`src/rtl/serdac_pkg.sv`:
```
package serdac_pkg;

  // Strobes sent from the control path to the datapath, one system cycle each
  typedef struct packed {
    logic shiftEn;   // a synchronized serial-clock rising edge was seen
    logic shiftBit;  // serial data bit aligned with that edge
    logic latchEn;   // synchronized load level: code register is transparent
  } strobes_t;

endpackage

```
`src/rtl/serdac_sync.sv`:
```
module serdac_sync #(
  parameter int  STAGES    = 2,
  parameter bit  RESET_VAL = 1'b0
) (
  input  logic clk,
  input  logic rstN,
  input  logic asyncIn,
  output logic syncOut
);

  logic [STAGES-1:0] chain;

  always_ff @(posedge clk or negedge rstN) begin
    if (!rstN) chain <= {STAGES{RESET_VAL}};
    else       chain <= {chain[STAGES-2:0], asyncIn};
  end

  assign syncOut = chain[STAGES-1];

endmodule

```
`src/rtl/serdac_ctrl.sv`:
```
module serdac_ctrl #(
  parameter int SYNC_STAGES = 2
) (
  input  logic                 clk,
  input  logic                 porRstN,
  input  logic                 sclkIn,
  input  logic                 sdataIn,
  input  logic                 loadN,
  output serdac_pkg::strobes_t strobes
);

  localparam int NUM_PINS = 3;
  localparam logic [NUM_PINS-1:0] PIN_IDLE = 3'b100;  // load idles high

  logic [NUM_PINS-1:0] pinRaw;
  logic [NUM_PINS-1:0] pinSync;
  logic                sclkPrev;

  assign pinRaw = {loadN, sdataIn, sclkIn};

  for (genvar p = 0; p < NUM_PINS; p++) begin : g_sync
    serdac_sync #(
      .STAGES   (SYNC_STAGES),
      .RESET_VAL(PIN_IDLE[p])
    ) u_sync (
      .clk    (clk),
      .rstN   (porRstN),
      .asyncIn(pinRaw[p]),
      .syncOut(pinSync[p])
    );
  end

  always_ff @(posedge clk or negedge porRstN) begin
    if (!porRstN) sclkPrev <= 1'b0;
    else          sclkPrev <= pinSync[0];
  end

  always_comb begin
    strobes.shiftEn  = pinSync[0] & ~sclkPrev;
    strobes.shiftBit = pinSync[1];
    strobes.latchEn  = ~pinSync[2];
  end

endmodule

```
`src/rtl/serdac_datapath.sv`:
```
module serdac_datapath #(
  parameter int WIDTH = 12
) (
  input  logic                 clk,
  input  logic                 rstN,
  input  serdac_pkg::strobes_t strobes,
  output logic [WIDTH-1:0]     shiftWord,
  output logic [WIDTH-1:0]     dacCode
);

  always_ff @(posedge clk or negedge rstN) begin
    if (!rstN)                shiftWord <= '0;
    else if (strobes.shiftEn) shiftWord <= {shiftWord[WIDTH-2:0], strobes.shiftBit};
  end

  always_ff @(posedge clk or negedge rstN) begin
    if (!rstN)                dacCode <= '0;
    else if (strobes.latchEn) dacCode <= shiftWord;
  end

endmodule

```
`src/rtl/serdac_frontend.sv`:
```
module serdac_frontend #(
  parameter int WIDTH       = 12,
  parameter int SYNC_STAGES = 2
) (
  input  logic             clk,
  input  logic             porRstN,
  input  logic             clrN,
  input  logic             sclkIn,
  input  logic             sdataIn,
  input  logic             loadN,
  output logic [WIDTH-1:0] shiftWord,
  output logic [WIDTH-1:0] dacCode
);

  serdac_pkg::strobes_t strobes;
  logic                 dataRstN;

  // either reset source clears the registers; clear therefore beats load
  assign dataRstN = porRstN & clrN;

  serdac_ctrl #(.SYNC_STAGES(SYNC_STAGES)) u_ctrl (
    .clk    (clk),
    .porRstN(porRstN),
    .sclkIn (sclkIn),
    .sdataIn(sdataIn),
    .loadN  (loadN),
    .strobes(strobes)
  );

  serdac_datapath #(.WIDTH(WIDTH)) u_dp (
    .clk      (clk),
    .rstN     (dataRstN),
    .strobes  (strobes),
    .shiftWord(shiftWord),
    .dacCode  (dacCode)
  );

endmodule

```
`config.mk`:
```
export PLATFORM = sky130hd
export DESIGN_NAME = serdac_frontend
export DESIGN_NICKNAME = d
export VERILOG_FILES = /design/src/rtl/serdac_pkg.sv /design/src/rtl/serdac_sync.sv /design/src/rtl/serdac_ctrl.sv /design/src/rtl/serdac_datapath.sv /design/src/rtl/serdac_frontend.sv
export SDC_FILE = /design/constraint.sdc
export NUM_CORES = 1
export LEC_CHECK = 0
export ABC_CLOCK_PERIOD_IN_PS = 1300
export BUFFER_PORTS_ARGS = -buffer_cell sky130_fd_sc_hd__buf_2
export CORE_UTILIZATION = 43
export CTS_CLUSTER_DIAMETER = 120
export CTS_CLUSTER_SIZE = 10
export DETAILED_ROUTE_END_ITERATION = 12
export PLACE_DENSITY = 0.72
export SYNTH_ARGS = -nofsm -noshare
export SYNTH_HDL_FRONTEND = slang
export SYNTH_SLANG_ARGS = --single-unit
```
`constraint.sdc`:
```
create_clock -name clk -period 1.3 [get_ports clk]
set_input_delay 0.13 -clock clk [delete_from_list [all_inputs] [get_ports clk]]
set_output_delay 0.13 -clock clk [all_outputs]
set_load 0.05 [all_outputs]
```
==> impl_metrics.py <==
metrics = {
    "run_status": {
        "status": "completed",
    },
    "sta": {
        "finalCritPeriodShare": 0.924,
        "finalSetupTns_ns": 0,
        "max_freq_mhz": 832,
        "rsz0062_at_grt": "no",
        "relSlewSlack": 0.795,
        "slew_viol_final": 0,
        "setup_violations": 0,
        "hold_viol_final": 0,
        "finalWorstSetupSlack_ns": 0.0983,
        "worst_slew_pin_slew_ns": 0.308,
        "clock-skew-final_ns": 0.0162,
        "fin_crit_ns": 1.20,
    },
    "critical_path": {
        "cpMaxStageDelayCell": "dfstp_2",
        "cp.required_ns": 1.50,
        "path_buf_inv": 0,
        "path_delay_family": "flip-flops",
        "startpoint": "u_ctrl.g_sync[2].u_sync.chain[1]",
        "cp-end-kind": "flop",
        "setup.worst_path.start_class": "flop",
        "r2r-start": "u_ctrl.g_sync[2].u_sync.chain[1]",
        "worstSetupPathType": "reg2reg",
        "arrival_ns": 1.40,
        "cp_cell_sequence": "mux2_2",
        "worstPathMaxFanout": 12,
        "critical_path.max_stage_delay_ns": 0.71,
    },
    "clock_network": {
        "cts-hold-fix-buffers": 5,
        "root_buffer": "clkbuf_4",
        "clockBufferDepth": 2,
        "cts_resized": 0,
        "clock-sinks": 31,
        "htreeDepth": 2,
        "path_clk_slew_ns": 0.08,
        "cts_buffers": 5,
        "cts_tree": "built",
        "clk_latency_ns": 0.33,
        "cts_setup_buffers": 0,
    },
    "final_layout": {
        "diodes": 0,
        "fin_cells": 132,
        "area_growth_pct": 24.4,
        "final_area_um2": 1410,
        "layout-drive-gt1-share": 0.627,
        "nets": 107,
    },
    "floorplan": {
        "die-width_um": 53.3,
        "rows": 18,
        "pin_count": 30,
        "die_area_um2": 2850,
        "dieHeight_um": 53.3,
        "initial_core_util": 0.458,
        "core_area_um2": 2480,
    },
    "global_routing": {
        "grt_pass1_wl_um": 2990,
        "track_usage": 0.164,
        "grt_max_degree": 25,
        "grt_pass1_vias": 651,
        "antenna_found_initial": 0,
        "overflow": 0,
    },
    "synthesis": {
        "synth_area_um2": 1130,
        "synth_top_family_by_area": "multiplexers",
        "synth-compound-area-share": 0,
        "synth_warnings": 0,
        "syn-num-nets": 65,
        "synthAdderAreaFrac": 0,
        "synthMuxAreaShare": 0.272,
        "synth-xor-area-share": 0,
        "syn_inst": 59,
        "avgSynthCellArea_um2": 19.2,
        "synth-seq-cells": 31,
        "seq_area_frac_synth": 0.687,
        "synthDistinctLibCells": 8,
        "yosys.area_share.simple": 0.0177,
    },
    "detailed_routing": {
        "drt_iter0_drc": 1,
        "wl_um": 1840,
        "drc": 0,
        "vias_per_cell": 4.88,
        "vias": 644,
        "ant_nets": 0,
        "dr.pass1.iters": 4,
        "wl_per_cell_um": 13.9,
    },
    "placement": {
        "gp_congestion": 0.638,
        "placed_cells": 119,
        "io_buffers": 29,
        "place_ws_ns": 0.0958,
        "place_area_um2": 1310,
    },
    "run": {
        "maxCapViolCount": 0,
    },
    "worst_hold_path": {
        "min_path_type": "in2async",
    },
}
[metrics by stage]
stage | hold slack (ns) | utilization
global route | 0.164 | 0.569
CTS | 0.152 | 0.569
floorplan | -0.166 | -
finish | 0.171 | 0.569
global placement | -0.0340 | 0.529
detailed placement | -0.0289 | 0.529
[logic make-up after synthesis]
logic type,after synthesis
multiplexers,24
buffers and inverters,2
AND/OR/NAND/NOR,2
flip-flops,31
[layer usage]
layer / GRT usage / routed length (um) / vias to the layer above / share of wire
met5: 0 / 0 / - / 0
met4: 0.132 / 59 / 0 / 0.032
met3: 0.0661 / 124 / 8 / 0.068
met2: 0.233 / 846 / 25 / 0.46
met1: 0.193 / 804 / 319 / 0.44
li1: - / - / 292 / -
[cell usage after synthesis (all sizes together)]
master / count / area (um^2)
dfrtp: 29 / 726
mux2: 24 / 308
buf: 2 / 27.5
dfstp: 2 / 52.6
and2: 1 / 6.26
nor2b: 1 / 13.8
[layout by cell type (no fill, tap or decap)]
| master | count |
|---|---|
| buf_2 | 29 |
| dfrtp_1 | 29 |
| mux2_2 | 14 |
| mux2_4 | 10 |
| clkbuf_4 | 5 |
| dlygate4sd3_1 | 5 |
| clkbuf_1 | 3 |
| buf_4 | 3 |
| dfstp_2 | 2 |
| nor2b_4 | 1 |
| and2_1 | 1 |
[state kept, by name (all words and copies together) (netlist names)]
name and cells:
u_dp.dacCode 12, u_ctrl.g_sync.u_sync.chain 6, u_dp.shiftWord 12, u_ctrl.sclkPrev 1
[path summary, 6_finish.rpt]
| kind | to | slack (ns) | depth (start not counted) |
|---|---|---|---|
| min in group clk | u_ctrl.g_sync[0].u_sync.chain[1] | 0.36 | 0 |
| hold / removal | u_ctrl.g_sync[0].u_sync.chain[0] | 0.17 | 2 |
| max in group asynchronous | u_dp.dacCode[0] | 0.49 | 4 |
| hold reg to reg | u_ctrl.g_sync[0].u_sync.chain[1] | 0.36 | 0 |
| setup reg to reg | u_dp.dacCode[9] | 0.1 | 1 |
| setup / recovery | u_dp.dacCode[9] | 0.1 | 1 |
[cell type report]
cell class                 count  area (um^2)
clock buffer                   8         48.8
fill                         221         1070
multi-input combinational     26          328
sequential                    31          778
tap                           30         37.5
timing repair buffer          37          218
Power is left out: the tool's default activity adds up to more than one toggle a clock period on the data nets, which glitch-free logic cannot reach.
